===== config.mk =====
export PLATFORM = sky130hd
export DESIGN_NAME = amp_link_ctrl
export DESIGN_NICKNAME = d
export VERILOG_FILES = /design/src/rtl/amp_link_pkg.sv /design/src/rtl/amp_link_tick.sv /design/src/rtl/amp_link_engine.sv /design/src/rtl/amp_link_regs.sv /design/src/rtl/amp_link_ctrl.sv
export SDC_FILE = /design/constraint.sdc
export NUM_CORES = 1
export LEC_CHECK = 0
export BUFFER_PORTS_ARGS = -buffer_cell sky130_fd_sc_hd__buf_4
export CAP_MARGIN = 15
export CORE_AREA = 10 10 122 207
export DETAILED_ROUTE_END_ITERATION = 8
export DIE_AREA = 0 0 132 217
export GPL_ROUTABILITY_DRIVEN = 0
export HOLD_SLACK_MARGIN = 0.08
export PLACE_DENSITY = 0.61
export REMOVE_ABC_BUFFERS = 1
export SLEW_MARGIN = 20
export SYNTH_ARGS = -nofsm -noshare
export SYNTH_HDL_FRONTEND = slang
export SYNTH_SLANG_ARGS = --single-unit
export TNS_END_PERCENT = 50

===== constraint.sdc =====
create_clock -name clk -period 2.4 [get_ports clk]
set_input_delay 0.12 -clock clk [delete_from_list [all_inputs] [get_ports clk]]
set_output_delay 0.12 -clock clk [all_outputs]
set_load 0.02 [all_outputs]

===== src/rtl/amp_link_pkg.sv =====
package amp_link_pkg;

    localparam int BYTE_W  = 8;
    localparam int FRAME_W = 2 * BYTE_W;
    localparam int SEL_W   = 3;

    localparam int CMD_START = 0;
    localparam int CMD_AUTO  = 1;
    localparam int CMD_BUSY  = 2;

    typedef enum logic [1:0] {
        ST_IDLE  = 2'd0,
        ST_SHIFT = 2'd1,
        ST_LATCH = 2'd2,
        ST_GAP   = 2'd3
    } link_state_e;

    typedef enum logic [SEL_W-1:0] {
        REG_CTRL0 = 3'd0,
        REG_CTRL1 = 3'd1,
        REG_STAT0 = 3'd2,
        REG_STAT1 = 3'd3,
        REG_CMD   = 3'd4,
        REG_DIV   = 3'd5
    } reg_sel_e;

    // hi is shifted first
    typedef struct packed {
        logic [BYTE_W-1:0] hi;
        logic [BYTE_W-1:0] lo;
    } frame_t;

    function automatic logic [BYTE_W-1:0] pack_cmd(input logic pend,
                                                   input logic auto_on,
                                                   input logic busy);
        logic [BYTE_W-1:0] v;
        v            = '0;
        v[CMD_START] = pend;
        v[CMD_AUTO]  = auto_on;
        v[CMD_BUSY]  = busy;
        return v;
    endfunction

endpackage


===== src/rtl/amp_link_tick.sv =====
module amp_link_tick #(
    parameter int DIV_W = 8
) (
    input  logic             clk,
    input  logic             rst,
    input  logic             run,
    input  logic             clr,
    input  logic [DIV_W-1:0] div,
    output logic             tick_o
);

    logic [DIV_W-1:0] cnt_q;

    assign tick_o = run && (cnt_q == div);

    always_ff @(posedge clk) begin
        if (rst || !run || clr) begin
            cnt_q <= '0;
        end else if (tick_o) begin
            cnt_q <= '0;
        end else begin
            cnt_q <= cnt_q + 1'b1;
        end
    end


    tick_spacing_chk: assert property (@(posedge clk) disable iff (rst)
        (tick_o && div != '0) |=> (!tick_o || div == '0));

endmodule


===== src/rtl/amp_link_engine.sv =====
module amp_link_engine
    import amp_link_pkg::*;
#(
    parameter int GAP_HALVES = 4
) (
    input  logic   clk,
    input  logic   rst,
    input  logic   tick,
    input  logic   start_pend,
    input  logic   auto_en,
    input  frame_t tx_frame,
    input  logic   din,
    output logic   run_o,
    output logic   load_o,
    output logic   ack_o,
    output logic   commit_o,
    output logic   busy_o,
    output frame_t rx_o,
    output logic   sclk_o,
    output logic   dout_o,
    output logic   latch_o
);

    localparam int BIT_W = $clog2(FRAME_W);
    localparam int GAP_W = (GAP_HALVES > 1) ? $clog2(GAP_HALVES) : 1;
    localparam logic [BIT_W-1:0] LAST_BIT = BIT_W'(FRAME_W - 1);
    localparam logic [GAP_W-1:0] LAST_GAP = GAP_W'(GAP_HALVES - 1);

    link_state_e        state_q;
    logic               phase_q;
    logic               half_q;
    logic [BIT_W-1:0]   bit_q;
    logic [GAP_W-1:0]   gap_q;
    logic [FRAME_W-1:0] sh_q;
    logic [FRAME_W-1:0] rx_q;
    logic               gap_done;

    always_comb begin
        gap_done = (state_q == ST_GAP) && tick && (gap_q == LAST_GAP);
        load_o   = (start_pend && (state_q == ST_IDLE || state_q == ST_GAP))
                 || (gap_done && auto_en);
        ack_o    = load_o && start_pend;
        commit_o = (state_q == ST_LATCH) && tick && half_q;
        busy_o   = (state_q == ST_SHIFT) || (state_q == ST_LATCH);
        run_o    = (state_q != ST_IDLE);
        dout_o   = (state_q == ST_SHIFT) && sh_q[FRAME_W-1];
        rx_o     = rx_q;
    end

    always_ff @(posedge clk) begin
        if (rst) begin
            state_q <= ST_IDLE;
            phase_q <= 1'b0;
            half_q  <= 1'b0;
            bit_q   <= '0;
            gap_q   <= '0;
            sh_q    <= '0;
            rx_q    <= '0;
            sclk_o  <= 1'b0;
            latch_o <= 1'b0;
        end else if (load_o) begin
            state_q <= ST_SHIFT;
            sh_q    <= tx_frame;
            bit_q   <= '0;
            phase_q <= 1'b0;
            sclk_o  <= 1'b0;
            latch_o <= 1'b0;
        end else begin
            unique case (state_q)
                ST_SHIFT: if (tick) begin
                    if (!phase_q) begin
                        sclk_o  <= 1'b1;
                        phase_q <= 1'b1;
                        rx_q    <= {rx_q[FRAME_W-2:0], din};
                    end else begin
                        sclk_o  <= 1'b0;
                        phase_q <= 1'b0;
                        if (bit_q == LAST_BIT) begin
                            state_q <= ST_LATCH;
                            latch_o <= 1'b1;
                            half_q  <= 1'b0;
                        end else begin
                            bit_q <= bit_q + 1'b1;
                            sh_q  <= {sh_q[FRAME_W-2:0], 1'b0};
                        end
                    end
                end
                ST_LATCH: if (tick) begin
                    if (!half_q) begin
                        half_q <= 1'b1;
                    end else begin
                        latch_o <= 1'b0;
                        gap_q   <= '0;
                        state_q <= auto_en ? ST_GAP : ST_IDLE;
                    end
                end
                ST_GAP: begin
                    if (!auto_en) begin
                        state_q <= ST_IDLE;
                    end else if (tick) begin
                        gap_q <= gap_q + 1'b1;
                    end
                end
                default: ;
            endcase
        end
    end


    latch_sclk_excl_chk: assert property (@(posedge clk) disable iff (rst)
        !(latch_o && sclk_o));


    sclk_tick_chk: assert property (@(posedge clk) disable iff (rst)
        !tick |=> $stable(sclk_o));


    dout_hold_chk: assert property (@(posedge clk) disable iff (rst)
        (sclk_o && $past(sclk_o)) |-> $stable(dout_o));


    commit_fall_chk: assert property (@(posedge clk) disable iff (rst)
        commit_o |=> $fell(latch_o));

endmodule


===== src/rtl/amp_link_regs.sv =====
module amp_link_regs
    import amp_link_pkg::*;
#(
    parameter int DIV_W     = 8,
    parameter int DIV_RESET = 3
) (
    input  logic              clk,
    input  logic              rst,
    input  logic              we,
    input  logic [SEL_W-1:0]  sel,
    input  logic [BYTE_W-1:0] wdata,
    output logic [BYTE_W-1:0] rdata,
    input  logic              busy,
    input  logic              ack,
    input  logic              commit,
    input  frame_t            rx_frame,
    output frame_t            ctrl_o,
    output logic              pend_o,
    output logic              auto_o,
    output logic [DIV_W-1:0]  div_o
);

    frame_t ctrl_q;
    frame_t stat_q;
    logic   pend_q;
    logic   auto_q;
    logic [DIV_W-1:0] div_q;
    logic   start_wr;

    assign start_wr = we && (reg_sel_e'(sel) == REG_CMD) && wdata[CMD_START];
    assign ctrl_o   = ctrl_q;
    assign pend_o   = pend_q;
    assign auto_o   = auto_q;
    assign div_o    = div_q;

    always_ff @(posedge clk) begin
        if (rst) begin
            ctrl_q <= '0;
            stat_q <= '0;
            pend_q <= 1'b0;
            auto_q <= 1'b0;
            div_q  <= DIV_W'(DIV_RESET);
        end else begin
            if (start_wr) begin
                pend_q <= 1'b1;
            end else if (ack) begin
                pend_q <= 1'b0;
            end
            if (commit) begin
                stat_q <= rx_frame;
            end
            if (we) begin
                case (reg_sel_e'(sel))
                    REG_CTRL0: ctrl_q.hi <= wdata;
                    REG_CTRL1: ctrl_q.lo <= wdata;
                    REG_CMD:   auto_q    <= wdata[CMD_AUTO];
                    REG_DIV:   div_q     <= wdata[DIV_W-1:0];
                    default: ;
                endcase
            end
        end
    end

    always_comb begin
        case (reg_sel_e'(sel))
            REG_CTRL0: rdata = ctrl_q.hi;
            REG_CTRL1: rdata = ctrl_q.lo;
            REG_STAT0: rdata = stat_q.hi;
            REG_STAT1: rdata = stat_q.lo;
            REG_CMD:   rdata = pack_cmd(pend_q, auto_q, busy);
            REG_DIV:   rdata = BYTE_W'(div_q);
            default:   rdata = '0;
        endcase
    end


    stat_hold_chk: assert property (@(posedge clk) disable iff (rst)
        !commit |=> $stable(stat_q));


    pend_set_chk: assert property (@(posedge clk) disable iff (rst)
        start_wr |=> pend_q);

endmodule


===== src/rtl/amp_link_ctrl.sv =====
module amp_link_ctrl
    import amp_link_pkg::*;
#(
    parameter int NUM_LINKS  = 2,
    parameter int DIV_W      = 8,
    parameter int DIV_RESET  = 3,
    parameter int GAP_HALVES = 4,
    localparam int LINK_W    = (NUM_LINKS > 1) ? $clog2(NUM_LINKS) : 1,
    localparam int ADDR_W    = LINK_W + SEL_W
) (
    input  logic                 clk,
    input  logic                 rst,
    input  logic                 host_we,
    input  logic [ADDR_W-1:0]    host_addr,
    input  logic [BYTE_W-1:0]    host_wdata,
    output logic [BYTE_W-1:0]    host_rdata,
    output logic [NUM_LINKS-1:0] amp_sclk,
    output logic [NUM_LINKS-1:0] amp_ctrl_out,
    input  logic [NUM_LINKS-1:0] amp_stat_in,
    output logic [NUM_LINKS-1:0] amp_latch
);

    logic [LINK_W-1:0] link_sel;
    logic [SEL_W-1:0]  reg_sel;
    logic [BYTE_W-1:0] rd_arr [NUM_LINKS];

    assign link_sel = host_addr[ADDR_W-1:SEL_W];
    assign reg_sel  = host_addr[SEL_W-1:0];

    for (genvar i = 0; i < NUM_LINKS; i++) begin : g_link
        logic             we_l;
        logic             tick;
        logic             run, load, ack, commit, busy, pend, auto_on;
        frame_t           ctrl, rx;
        logic [DIV_W-1:0] div;

        assign we_l = host_we && (link_sel == LINK_W'(i));

        amp_link_regs #(
            .DIV_W     (DIV_W),
            .DIV_RESET (DIV_RESET)
        ) u_regs (
            .clk      (clk),
            .rst      (rst),
            .we       (we_l),
            .sel      (reg_sel),
            .wdata    (host_wdata),
            .rdata    (rd_arr[i]),
            .busy     (busy),
            .ack      (ack),
            .commit   (commit),
            .rx_frame (rx),
            .ctrl_o   (ctrl),
            .pend_o   (pend),
            .auto_o   (auto_on),
            .div_o    (div)
        );

        amp_link_tick #(
            .DIV_W (DIV_W)
        ) u_tick (
            .clk    (clk),
            .rst    (rst),
            .run    (run),
            .clr    (load),
            .div    (div),
            .tick_o (tick)
        );

        amp_link_engine #(
            .GAP_HALVES (GAP_HALVES)
        ) u_eng (
            .clk        (clk),
            .rst        (rst),
            .tick       (tick),
            .start_pend (pend),
            .auto_en    (auto_on),
            .tx_frame   (ctrl),
            .din        (amp_stat_in[i]),
            .run_o      (run),
            .load_o     (load),
            .ack_o      (ack),
            .commit_o   (commit),
            .busy_o     (busy),
            .rx_o       (rx),
            .sclk_o     (amp_sclk[i]),
            .dout_o     (amp_ctrl_out[i]),
            .latch_o    (amp_latch[i])
        );
    end

    always_comb begin
        host_rdata = '0;
        for (int k = 0; k < NUM_LINKS; k++) begin
            if (link_sel == LINK_W'(k)) begin
                host_rdata = rd_arr[k];
            end
        end
    end

endmodule


==> run metrics, run 1 <==
run status finished, final reports clean; Final Routed Wirelength 21.9 mm; Root Buffer clkbuf_16; Worst EP arrival 2180 ps; first-pass iteration count of the detailed router 5; setup violators final 0; number of antenna violations at the first check in global routing 0; insertion delay to the later sink of the worst-skew pair approximately 450 ps; Die H 217 um; part of the power in registers 45.1%; number of fill cells in the layout 2,099; pin count of the biggest net entering global routing about 100; number of max-cap violations 0; flip-flop and latch count after synthesis 186; async set-reset flop share out of synthesis 0%; cells after synthesis 952; DIE WIDTH roughly 130 um; final clock skew 10.6 ps; Period minus WS final ~2300 ps; Fmax achieved around 430 MHz; final worst slack 96.1 ps; largest delay contributor family on the critical path multiplexers; netlist area before placement 0.00852 mm^2; port bufs 30; portion of total power attributed to the clock network 44.8%; first-pass GRT wire length approximately 36 mm; average size of a mapped cell between 8 and 9 um^2; critical path required time 2280 ps; power spent charging and discharging nets 1700 uW; most used cells in the layout excluding fill and tap cells dfxtp_1, nor2_1, mux2i_1, nand2_1, a21oi_1; Slowest cell on crit path mux4_2; leading cell type in the layout, fill and taps excluded dfxtp_1; number of hold violations in the final report 0; RSZ-0062 raised after global routing false; Period Utilization, post-route 96.0%; actual slew at the worst max-slew pin between 600 and 700 ps; peak per-stage delay on the critical path about 540 ps; number of distinct library cell variants in the gate-level netlist after synthesis 56; fraction of power spent switching nets 24.0%; CTS clk-pin slew, worst paths 70 ps; number of clock sinks between 150 and 200; Post-synth EDFFs 0; Pwr Density approximately 700 mW/mm^2; Critical Path Source Type register; net total in the final layout 1,009; cell type with the largest total area after synthesis dfxtp_1; DRC errors left 0; layout overhead on the synthesized area 16.3%; highest net fanout along the worst path 4; cell-internal power 5370 uW; share of cells above drive strength 1 between 10% and 20%; Detail Placement HPWL between 15 and 20 mm; maximum clock insertion buffer count 2; path type of the worst setup path register to primary output; grt ovf 0; proportion of power drawn by combinational gates approximately a tenth; type of element capturing the critical path primary output; sequential element share of the synthesized area 43.7%; number of antenna cells inserted 0; Setup TNS Final 0 ps; drt via density 5.22; standard cell core area 0.0219 mm^2; Min Hold Slack between 150 and 200 ps; via count 6,716; Rows 72; post-DR wirelength/cell 17.0 um; Tot GR Track Use between 10% and 20%; Die Outline Area between 0.02 and 0.03 mm^2; Num CTS Buffers 17; Synth Flop Type dfxtp_1; count of buffer and inverter cells on the critical path 2; maximum level of the CTS H-tree 4; leading cell types by total area after synthesis dfxtp_1, mux2i_1, nor2_1; critical path, cell by cell inv_1 > ha_2 > mux4_2 > nor2_1 > a221oi_2 > buf_4; clock tree from TritonCTS done; total of warnings raised by yosys 0; initial core utilization 38.9%; Slew Viols, Final 0; count of nets left with antenna violations after detail routing 0; multi-input combinational cell area about 0.0044 mm^2; violation count after the first detailed-route iteration 499; Max transition margin 57.7%; maximum ir drop on the vdd rail about 450 uV; count of boundary I/O pins 31; top cell type's share of synthesized area 43.7%; path class of the lowest-slack min-delay path primary input to register; number of global-route vias before repair 6,783; Static Leakage 0.00394 uW; worst slack after detailed placement 182 ps; area used by sequential logic in the layout between 0.003 and 0.004 mm^2
metrics by stage:
step / instances / area [um^2] / power (uW) / utilization [%]
floorplan: 888 / 8220 / 3630 / -
global placement: 1242 / 9110 / 3940 / 41.6
detailed placement: 1242 / 9110 / 3950 / 41.6
CTS: 1286 / 9900 / 7130 / 45.2
global route: 1286 / 9900 / 7320 / 45.2
finish: 1286 / 9900 / 7060 / 45.2
routing by layer:
layer / track usage, % / vias up / share of wire (%)
met5: 0 / - / 0
met4: 7.82 / 0 / 3.5
met3: 2.51 / 36 / 2.8
met2: 28.7 / 105 / 54
met1: 16.3 / 3226 / 40
li1: - / 3349 / -
cells in the mapped netlist, types with 11 or more instances:
| master | instances |
|---|---|
| dfxtp_1 | 186 |
| nor2_1 | 160 |
| mux2i_1 | 120 |
| nand2_1 | 94 |
| a21oi_1 | 56 |
| clkbuf_1 | 39 |
| xor2_1 | 33 |
| a211oi_1 | 31 |
| nand3_1 | 21 |
| o21ai_0 | 20 |
| inv_1 | 18 |
| a22oi_1 | 15 |
| ha_1 | 14 |
| and3_1 | 13 |
| buf_2 | 13 |
| mux2_2 | 13 |
| nand4_1 | 11 |
area by class of cell:
cell class                 count  share of cell area, %
multi-input combinational    684                   44.8
clock buffer                  20                   4.41
sequential                   186                   37.6
inverter                      18                  0.682
clock inverter                11                   2.20
timing repair buffer          71                   6.59
tap                          296                   3.74
power by group through the flow:
| stage | combinational [uW] | sequential, uW | clock [uW] |
|---|---|---|---|
| after global placement | 684 | 3260 | 0 |
| final | 713 | 3190 | 3160 |
| after detailed placement | 690 | 3260 | 0 |
| after global routing | 792 | 3190 | 3330 |
| after floorplan | 382 | 3250 | 0 |
| after CTS | 711 | 3190 | 3240 |
repair_timing:
item | CTS | global route
buffers inserted | 0 | 0
gates resized for setup | 1 | 2
hold endpoints to repair | 59 | 0
cloned | 0 | 0
endpoints found under the setup margin | 1 | 2
hold buffers | 13 | 0
cell families after synthesis:
logic type / Yosys count / synth area share (%)
xor gates and xnor gates: 36 / 3.70
buffers and inverters: 82 / 4.33
and+or+nand+nor: 339 / 17.7
adders and majority gates: 14 / 2.06
muxes: 136 / 16.5
AOI/OAI and AO/OA: 159 / 12.1
DFF: 186 / 43.7
registers in the layout, summed over array words and instances (netlist names), 4 cells and up:
signal                flops
g_link.u_eng.gap_q        4
g_link.u_eng.rx_o        32
g_link.u_tick.cnt_q      16
g_link.u_regs.div_o      16
g_link.u_eng.state_q      4
g_link.u_regs.ctrl_o     32
g_link.u_regs.stat_q     32
g_link.u_eng.sh_q        32
g_link.u_eng.bit_q        8
path summary, 6_finish.rpt:
path / startpoint / slack [ps] / cells past startpoint / endpoint
max: g_link[1].u_eng.state_q[0] / 100 / 6 / host_rdata[2]
min: host_addr[3] / 200 / 4 / g_link[1].u_regs.auto_o
max reg2reg: g_link[0].u_eng.state_q[0] / 160 / 8 / g_link[0].u_eng.rx_o[7]
min reg2reg: g_link[0].u_regs.stat_q[5] / 450 / 2 / g_link[0].u_regs.stat_q[5]
worst reg2reg max path, stage by stage (launching register included):
cell and delay (ps):
dfxtp_1 390, inv_1 80, ha_1 220, nor4_2 300
and3_1 380, and4_1 300, buf_12 180, mux2i_1 210
nor2_1 60
No activity file was read; power rests on OpenSTA's default activity.
==> run 2: changes to the inputs <==
--- a/config.mk
+++ b/config.mk
@@ -12,8 +12,7 @@
 export DIE_AREA = 0 0 132 217
 export GPL_ROUTABILITY_DRIVEN = 0
 export HOLD_SLACK_MARGIN = 0.08
-export PLACE_DENSITY = 0.61
-export REMOVE_ABC_BUFFERS = 1
+export PLACE_DENSITY = 0.59
 export SLEW_MARGIN = 20
 export SYNTH_ARGS = -nofsm -noshare
 export SYNTH_HDL_FRONTEND = slang
==> run 2 against run 1 <==
  * Register-to-register slack improved by 50 ps
  * Maximum frequency increased by 2.6%
  * First-iteration DRC count decreased by 16%
  * Non-clock buffer count decreased by 1
  * Clock power decreased by 15%
  * Largest cell class unchanged
  * Global-route usage decreased by 0.45 points
  * Sequential share of layout area increased by 0.40 points
  * Flip-flop and latch count unchanged
  * Highest routed layer unchanged
  * Power decreased by 7.1%
  * Die area unchanged
  * Clock skew about the same
  * Worst setup slack improved by 57 ps
==> run metrics, run 2 (synthesis results as in run 1) <==
run status finished, final reports clean; pin count of the biggest net entering global routing 91; worst slack after detailed placement 180 ps; area of all placed cells without fillers 0.00980 mm^2; Max transition margin between 50 and 60%; number of nets produced by synthesis 983; leading cell type in the layout, fill and taps excluded dfxtp_1; standard cell core area 0.0219 mm^2; multi-input combinational cell area about 0.0044 mm^2; path class of the lowest-slack min-delay path primary input to register; final clock skew roughly 11 ps; first-pass iteration count of the detailed router 5; peak per-stage delay on the critical path ~500 ps; Critical Path Source Type register; number of fill cells in the layout 2,150; total placed instance area approximately 0.0091 mm^2; number of antenna cells inserted 0; count of buffer and inverter cells on the critical path 2; clock tree from TritonCTS done; insertion delay to the later sink of the worst-skew pair roughly 440 ps; RSZ-0062 raised after global routing false; first-pass GRT wire length 34.3 mm; Worst EP arrival 2130 ps; violation count after the first detailed-route iteration 421; Rows 72; Die Outline Area approximately 0.029 mm^2; area used by sequential logic in the layout 0.00372 mm^2; number of antenna violations at the first check in global routing 0; actual slew at the worst max-slew pin roughly 650 ps; Final Routed Wirelength around 22 mm; Static Leakage between 0.003 and 0.004 uW; maximum ir drop on the vdd rail 502 uV; largest delay contributor family on the critical path multiplexers; critical path required time 2280 ps; Pwr Density 670 mW/mm^2; layout overhead on the synthesized area 15.1%; net total in the final layout 1,008; drt via density 5.17; highest net fanout along the worst path 4; Slowest cell on crit path mux4_2; Tot GR Track Use 15.0%; type of element capturing the critical path primary output; initial core utilization 38.9%; post-DR wirelength/cell 16.9 um; via count about 6,600; number of hold violations in the final report 0; share of cells above drive strength 1 11.5%; grt ovf 0; Detail Placement HPWL 15.7 mm; Fmax achieved roughly 450 MHz; CTS clk-pin slew, worst paths around 70 ps; critical path, cell by cell inv_1 > ha_2 > mux4_2 > nor2_1 > a221oi_2 > buf_4; number of clock sinks about 190; final worst slack roughly 150 ps; Die H 217 um; count of boundary I/O pins 31; DIE WIDTH 132 um; Setup Fix Bufs, Post-CTS 0; number of global-route vias before repair 6,437; port bufs 30; maximum level of the CTS H-tree 4; most used cells in the layout excluding fill and tap cells dfxtp_1, nor2_1, mux2i_1, nand2_1, a21oi_1; Slew Viols, Final 0; DRC errors left 0; path type of the worst setup path register to primary output; final core occ 44.8%; maximum clock insertion buffer count 2; Min Hold Slack 398 ps; Setup TNS Final 0 ps; number of max-cap violations 0; count of nets left with antenna violations after detail routing 0; setup violators final 0; Period minus WS final approximately 2200 ps; Num CTS Buffers 17; Root Buffer clkbuf_16; Period Utilization, post-route between 90% and 100%
==> run 2: cell types whose count changed in the layout (fill, tap and decap cells not counted), sizes merged <==
cell and change:
buf -1, bufinv -6, clkbuf +1, clkinv +3, clkinvlp +1, inv +1
==> run 2: timing repair <==
action                                  in CTS  in global routing
gates resized for setup                      0                  4
endpoints found under the setup margin       0                 18
endpoints found under the hold margin       54                  0
hold buffers                                13                  0
==> run 2: through the flow <==
stage          total power [uW]  std cells
5_1_grt                    6820       1285
4_1_cts                    6630       1285
3_5_place_dp               3930       1241
2_1_floorplan              3710        952
3_3_place_gp               3930       1241
6_report                   6560       1285
==> run 2: tightest hold or removal path: stages <==
cell and delay, ps:
buf_4 230, nand4_1 110, buf_4 200, a211o_1 140
==> run 2: path summary, 6_finish.rpt <==
check	startpoint	to	slack, ps	cells past startpoint
worst max-delay path	g_link[1].u_eng.state_q[0]	host_rdata[2]	150	6
worst min-delay path	host_addr[2]	g_link[1].u_regs.div_o[0]	400	4
worst max register to register	g_link[1].u_tick.cnt_q[2]	g_link[1].u_eng.state_q[1]	210	6
worst min register to register	g_link[0].u_regs.stat_q[8]	g_link[0].u_regs.stat_q[8]	450	2
==> run 2: where the power goes <==
group          switching, uW  internal, uW  leakage (uW)  total [uW]
registers               44.6          3140       0.00150        3180
clock network           1230          1450      0.000269        2680
logic                    437           268       0.00213         704
==> run 2: final cells by class <==
type	instances	area share, %
clock buffer	21	4.90
tap	296	3.78
clock inverter	10	0.855
sequential	186	38.0
inverter	18	0.689
timing repair buffer	70	6.46
multi-input combinational	684	45.3
==> run 2: per-layer routing <==
layer  vias to the layer above  wire, um  track usage (%)  part of all wire, %
met2                       113     11200             26.4                   52
met1                      3145      8980             16.4                   41
met4                         0       927             8.41                  4.3
met3                        46       627             3.00                  2.9
met5                         -         0                0                    0
li1                       3345         -                -                    -
